--- src/rtl/txrdy_pkg.sv ---
// Package: shared types and the trigger-level mapping for the transmit-ready
// interrupt logic. Assumes the FIFO depth is a multiple of 8.
package txrdy_pkg;

    typedef enum logic [1:0] {
        TRIG_EIGHTH    = 2'd0,
        TRIG_QUARTER   = 2'd1,
        TRIG_HALF      = 2'd2,
        TRIG_NEAR_FULL = 2'd3
    } trig_sel_e;

    // Maps a trigger selection onto a byte count for a FIFO of the given depth.
    function automatic int unsigned trig_level(input logic [1:0] sel, input int unsigned depth);
        case (trig_sel_e'(sel))
            TRIG_EIGHTH:    return depth / 8;
            TRIG_QUARTER:   return depth / 4;
            TRIG_HALF:      return depth / 2;
            default:        return depth - depth / 8;
        endcase
    endfunction

endpackage

--- src/rtl/txrdy_trig_detect.sv ---
// Module: detects the count falling through the selected trigger level.
// It arms while the count is at or above the level and fires once when an
// armed count drops below it. Assumes fifo_count never exceeds DEPTH.
module txrdy_trig_detect #(
    parameter int DEPTH = 64,
    parameter int CNT_W = $clog2(DEPTH + 1)
) (
    input  logic             clk,
    input  logic             rst_n,
    input  logic [1:0]       trig_sel,
    input  logic [CNT_W-1:0] fifo_count,
    output logic             cross_evt
);
    localparam int NUM_LVL = 4;

    logic [CNT_W-1:0] lvl_tab [NUM_LVL];
    logic [CNT_W-1:0] lvl_cur;
    logic             armed_q;

    // One table entry per selectable trigger level.
    for (genvar g = 0; g < NUM_LVL; g++) begin : g_lvl
        assign lvl_tab[g] = CNT_W'(txrdy_pkg::trig_level(2'(g), DEPTH));
    end

    // Pick the level in force this cycle.
    always_comb lvl_cur = lvl_tab[trig_sel];

    // The event is a crossing seen while armed.
    always_comb cross_evt = armed_q && (fifo_count < lvl_cur);

    // Arm at or above the level, disarm once the crossing has been reported.
    always_ff @(posedge clk) begin
        if (!rst_n)
            armed_q <= 1'b0;
        else if (fifo_count >= lvl_cur)
            armed_q <= 1'b1;
        else if (cross_evt)
            armed_q <= 1'b0;
    end

endmodule

--- src/rtl/txrdy_empty_detect.sv ---
// Module: detects the transmitter becoming idle. Idle means an empty FIFO and,
// in line-turnaround mode, a serializer that has finished as well. The event
// is the rising edge of that condition. Reset treats the path as idle.
module txrdy_empty_detect #(
    parameter int CNT_W = 7
) (
    input  logic             clk,
    input  logic             rst_n,
    input  logic             rs485_en,
    input  logic             shift_busy,
    input  logic [CNT_W-1:0] fifo_count,
    output logic             empty_evt
);
    logic idle_now;
    logic idle_q;

    // Idle condition; the serializer counts only in line-turnaround mode.
    always_comb idle_now = (fifo_count == '0) && !(rs485_en && shift_busy);

    // Rising edge of the idle condition.
    always_comb empty_evt = idle_now && !idle_q;

    // Remember last cycle's idle state; idle after reset, so no spurious event.
    always_ff @(posedge clk) begin
        if (!rst_n)
            idle_q <= 1'b1;
        else
            idle_q <= idle_now;
    end

endmodule

--- src/rtl/txrdy_pend.sv ---
// Module: single pending-request bit for FIFO mode. Any number of
// simultaneous events merge into one request. A set wins over a clear in the
// same cycle. The bit is held at 0 outside FIFO mode or while disabled.
module txrdy_pend #(
    parameter int NUM_SRC = 2
) (
    input  logic               clk,
    input  logic               rst_n,
    input  logic               fifo_en,
    input  logic               irq_en,
    input  logic [NUM_SRC-1:0] set_vec,
    input  logic               clr,
    output logic               pend
);
    logic any_set;

    // Merge all event sources.
    always_comb any_set = |set_vec;

    // Hold, set or clear the pending request.
    always_ff @(posedge clk) begin
        if (!rst_n)
            pend <= 1'b0;
        else if (!fifo_en || !irq_en)
            pend <= 1'b0;
        else if (any_set)
            pend <= 1'b1;
        else if (clr)
            pend <= 1'b0;
    end

endmodule

--- src/rtl/txrdy_irq_gen.sv ---
// Module: transmit-ready interrupt generator (top). Without the FIFO the
// request is the holding-register-empty level. With the FIFO it is a pending
// bit set by the trigger crossing and by the empty event. Assumes thr_wr and
// isr_rd are single-cycle strobes and fifo_count is a registered count.
module txrdy_irq_gen #(
    parameter int DEPTH = 64,
    parameter int CNT_W = $clog2(DEPTH + 1)
) (
    input  logic             clk,
    input  logic             rst_n,
    input  logic             fifo_en,
    input  logic             rs485_en,
    input  logic             irq_en,
    input  logic [1:0]       trig_sel,
    input  logic [CNT_W-1:0] fifo_count,
    input  logic             shift_busy,
    input  logic             thr_wr,
    input  logic             isr_rd,
    output logic             irq
);
    localparam int NUM_SRC = 2;

    logic               cross_evt;
    logic               empty_evt;
    logic               pend;
    logic [NUM_SRC-1:0] evt_vec;
    logic               clr_req;

    txrdy_trig_detect #(.DEPTH(DEPTH), .CNT_W(CNT_W)) trig_i (
        .clk        (clk),
        .rst_n      (rst_n),
        .trig_sel   (trig_sel),
        .fifo_count (fifo_count),
        .cross_evt  (cross_evt)
    );

    txrdy_empty_detect #(.CNT_W(CNT_W)) empty_i (
        .clk        (clk),
        .rst_n      (rst_n),
        .rs485_en   (rs485_en),
        .shift_busy (shift_busy),
        .fifo_count (fifo_count),
        .empty_evt  (empty_evt)
    );

    // Gather event sources and clearing strobes.
    always_comb begin
        evt_vec = {empty_evt, cross_evt};
        clr_req = thr_wr | isr_rd;
    end

    txrdy_pend #(.NUM_SRC(NUM_SRC)) pend_i (
        .clk     (clk),
        .rst_n   (rst_n),
        .fifo_en (fifo_en),
        .irq_en  (irq_en),
        .set_vec (evt_vec),
        .clr     (clr_req),
        .pend    (pend)
    );

    // Output: pending bit in FIFO mode, empty level otherwise, gated by enable.
    always_comb irq = irq_en && (fifo_en ? pend : (fifo_count == '0));

endmodule

--- config.mk ---
export PLATFORM = sky130hd
export DESIGN_NAME = txrdy_irq_gen
export DESIGN_NICKNAME = d
export VERILOG_FILES = /design/src/rtl/txrdy_pkg.sv /design/src/rtl/txrdy_trig_detect.sv /design/src/rtl/txrdy_empty_detect.sv /design/src/rtl/txrdy_pend.sv /design/src/rtl/txrdy_irq_gen.sv
export SDC_FILE = /design/constraint.sdc
export NUM_CORES = 1
export LEC_CHECK = 0
export BUFFER_PORTS_ARGS = -buffer_cell sky130_fd_sc_hd__buf_2
export CAP_MARGIN = 10
export CORE_AREA = 2 2 39 41
export CTS_BUF_LIST = sky130_fd_sc_hd__clkbuf_4
export DETAILED_ROUTE_END_ITERATION = 6
export DIE_AREA = 0 0 41 43
export GPL_TIMING_DRIVEN = 0
export HOLD_SLACK_MARGIN = 0.05
export PLACE_DENSITY = 0.42
export SLEW_MARGIN = 40
export SYNTH_ARGS = -nofsm -noshare
export SYNTH_HDL_FRONTEND = slang
export SYNTH_SLANG_ARGS = --single-unit
--- constraint.sdc ---
create_clock -name clk -period 4.05 [get_ports clk]
set_clock_uncertainty 0.2 [all_clocks]
set_input_delay 1.0125 -clock clk [delete_from_list [all_inputs] [get_ports clk]]
set_output_delay 1.0125 -clock clk [all_outputs]
set_load 0.01 [all_outputs]
==> results.ini <==
[yosys]
synth_cell_types = 18
async_reset_ff_share_pct = 0
synth_top_area_share_pct = 24.7
synth_edf_count = 0
synthAdderAreaFrac_pct = 15.5
ys_ff_latch = 3
synth_simple_gate_area_share_pct = 34.5
synth_xor_area_share_pct = 3.61
synth_largest_area_cell = dfxtp_1
synth_most_common_cell = nand2_1
synth_mux_area_share_pct = 0
avgSynthCellArea_sq_um = 8.37
syn_area_sq_um = 243
synth_ff_type = dfxtp_1
synth_area_leaders = dfxtp_1 (25%), ha_1 (15%), nor4_4 (8.8%)
ys_warn_count = 0
synth_top_family_by_area = simple AND/OR/NAND/NOR gates
synth_common_cells = nand2_1 (5), dfxtp_1 (3), ha_1 (3), inv_1 (3), nand3_1 (2)
synthesis.nets = 49
seq_area_frac_synth_pct = 24.7
synth_compound_area_share_pct = 17.0
syn_inst = 29

[floorplan]
core_sq_um = 1380
die_w_um = 41
rows = 14
ios = 18
fp.dieArea_sq_um = 1760
die_h_um = 43
initial_core_util_pct = 17.5

[clock_network]
cts_setup_buffers = 0
holdBufCountCts = 0
cts_tree = done
root_buffer = clkbuf_4
path_clk_slew_ps = 30
cts_made_buffers = 3
h-tree-depth = 1
clock_latency_ps = 240
cts.sinks = 3
cts_buffer_depth = 2
cts_resized = 0

[global_routing]
grt_overflow = 0
grt_max_degree = 5
track_usage_pct = 7.62
grt_pass1_vias = 229
grt_first_pass_wirelength_um = 800
antenna_found_initial = 0

[setup_path]
crit_required_ps = 2840
slowest_stage = nor3_1
cp_max_fo = 3
path_cells = buf_2, nor3_1, nand3b_1, a21boi_0, buf_2
start_kind = input pin
max_stage_delay_ps = 350
reg2reg_slack_ps = 3150
crit_path_frequent_cell = buf_2
critPathArrivalTime_ps = 1900
crit_type = input pin to primary output
cp-end-kind = primary output

[placed_design]
dpl_worst_slack_ps = 942
place.port_buffers = 17
dp_hpwl_um = 484
gp_congestion = 0.665

[final_layout]
diodes = 0
drive_gt1_share_pct = 44.0
syn2layout_area_growth_pct = 55.7
finalNetCount = 71

[route]
drc_errors = 0
first_pass_iters = 4
antenna_left = 0
drt_wl_total_um = 565
num_vias = 279
drtIter0Drc = 2
via_per_inst = 4.23
wl_per_cell_um = 8.56

[power]
power_density_nw_per_um2 = 299
leakagePower_nw = 0.181
ir_drop_uv = 130

[timing]
slew_headroom_pct = 74.7
drv_slew = 0
rsz0062_at_grt = no
setup_slack_ps = 942
worstMarginPinSlew_ps = 377
period_share_pct = 76.7
fin_setup_tns_ps = 0
setup_viol = 0
max_freq_mhz = 322
hold_viol_final = 0
post-route-min-period_ps = 3110

[run]
max_cap_viol_count = 0

[outcome]
status = complete, no violations

[min_path]
min_path_type = flop to flop

## cell type report
cell class | instances | area [sq um]
fillers | 164 | 1010
multi-input cells | 23 | 171
repair buffers | 17 | 85.1
flip-flops and latches | 3 | 60.1
clock buffers | 4 | 30.0
well taps | 16 | 20.0
inverters | 3 | 11.3
## worst paths after layout
kind / startpoint / to / depth (start not counted)
worst min-delay path: pend_i.pend$_SDFFE_PP0P_ / pend_i.pend$_SDFFE_PP0P_ / 2
worst max-delay path: fifo_count[3] / irq / 5
worst max register to register: empty_i.idle_q$_SDFF_PN1_ / pend_i.pend$_SDFFE_PP0P_ / 2
worst min register to register: pend_i.pend$_SDFFE_PP0P_ / pend_i.pend$_SDFFE_PP0P_ / 2
## registers in the layout, indices dropped and copies added, names as in the netlist
signal          cells
empty_i.idle_q      1
trig_i.armed_q      1
pend_i.pend         1
## power breakdown
| part | leakage (nW) | internal (mW) | switching, mW |
|---|---|---|---|
| clock | 0.0184 | 0.0437 | 0.0166 |
| combinational | 0.138 | 0.0112 | 0.0101 |
| sequential | 0.0249 | 0.0312 | 0.000319 |
## routing by layer
| metal | track usage (%) | part of all wire (%) | up-vias |
|---|---|---|---|
| met5 | 0 | 0 | - |
| met4 | 6.00 | 0 | 0 |
| met2 | 9.69 | 40 | 17 |
| met3 | 6.28 | 14 | 0 |
| met1 | 7.69 | 45 | 115 |
| li1 | - | - | 147 |
## worst max-delay path, delay by kind of cell
family	cells	cell delay, ps
simple gates	2	470
buf+inv	2	260
compound gates	1	160
## cell families after synthesis
family | after synthesis
xor+xnor | 1
fa+ha+maj | 3
simple gates | 13
buf+inv | 3
compound gates | 6
flops | 3
## cell usage in the layout, fill, tap and decap left out
cell      count
buf_2        17
nand2_1       5
clkbuf_4      4
inv_1         3
ha_1          3
dfxtp_1       3
nand3_1       2
nor4_4        1
nor3_1        1
nand3b_1      1
a21boi_0      1
a211oi_1      1
o211ai_1      1
nand4b_1      1
nor2_1        1
a31oi_1       1
o21ai_0       1
and4_1        1
o21a_1        1
xnor2_1       1
## stage by stage
step / utilization (%) / hold WS, ps / total power [mW] / cells / area (sq um)
finish: 27.3 / 272 / 0.113 / 66 / 378
global route: 27.3 / 314 / 0.123 / 66 / 378
CTS: 27.3 / 284 / 0.116 / 66 / 378
detailed placement: 25.1 / 274 / 0.0536 / 62 / 348
global placement: 25.1 / 280 / 0.0539 / 62 / 348
floorplan: - / 249 / 0.0415 / 29 / 243
No activity file was read; power rests on OpenSTA's default activity.
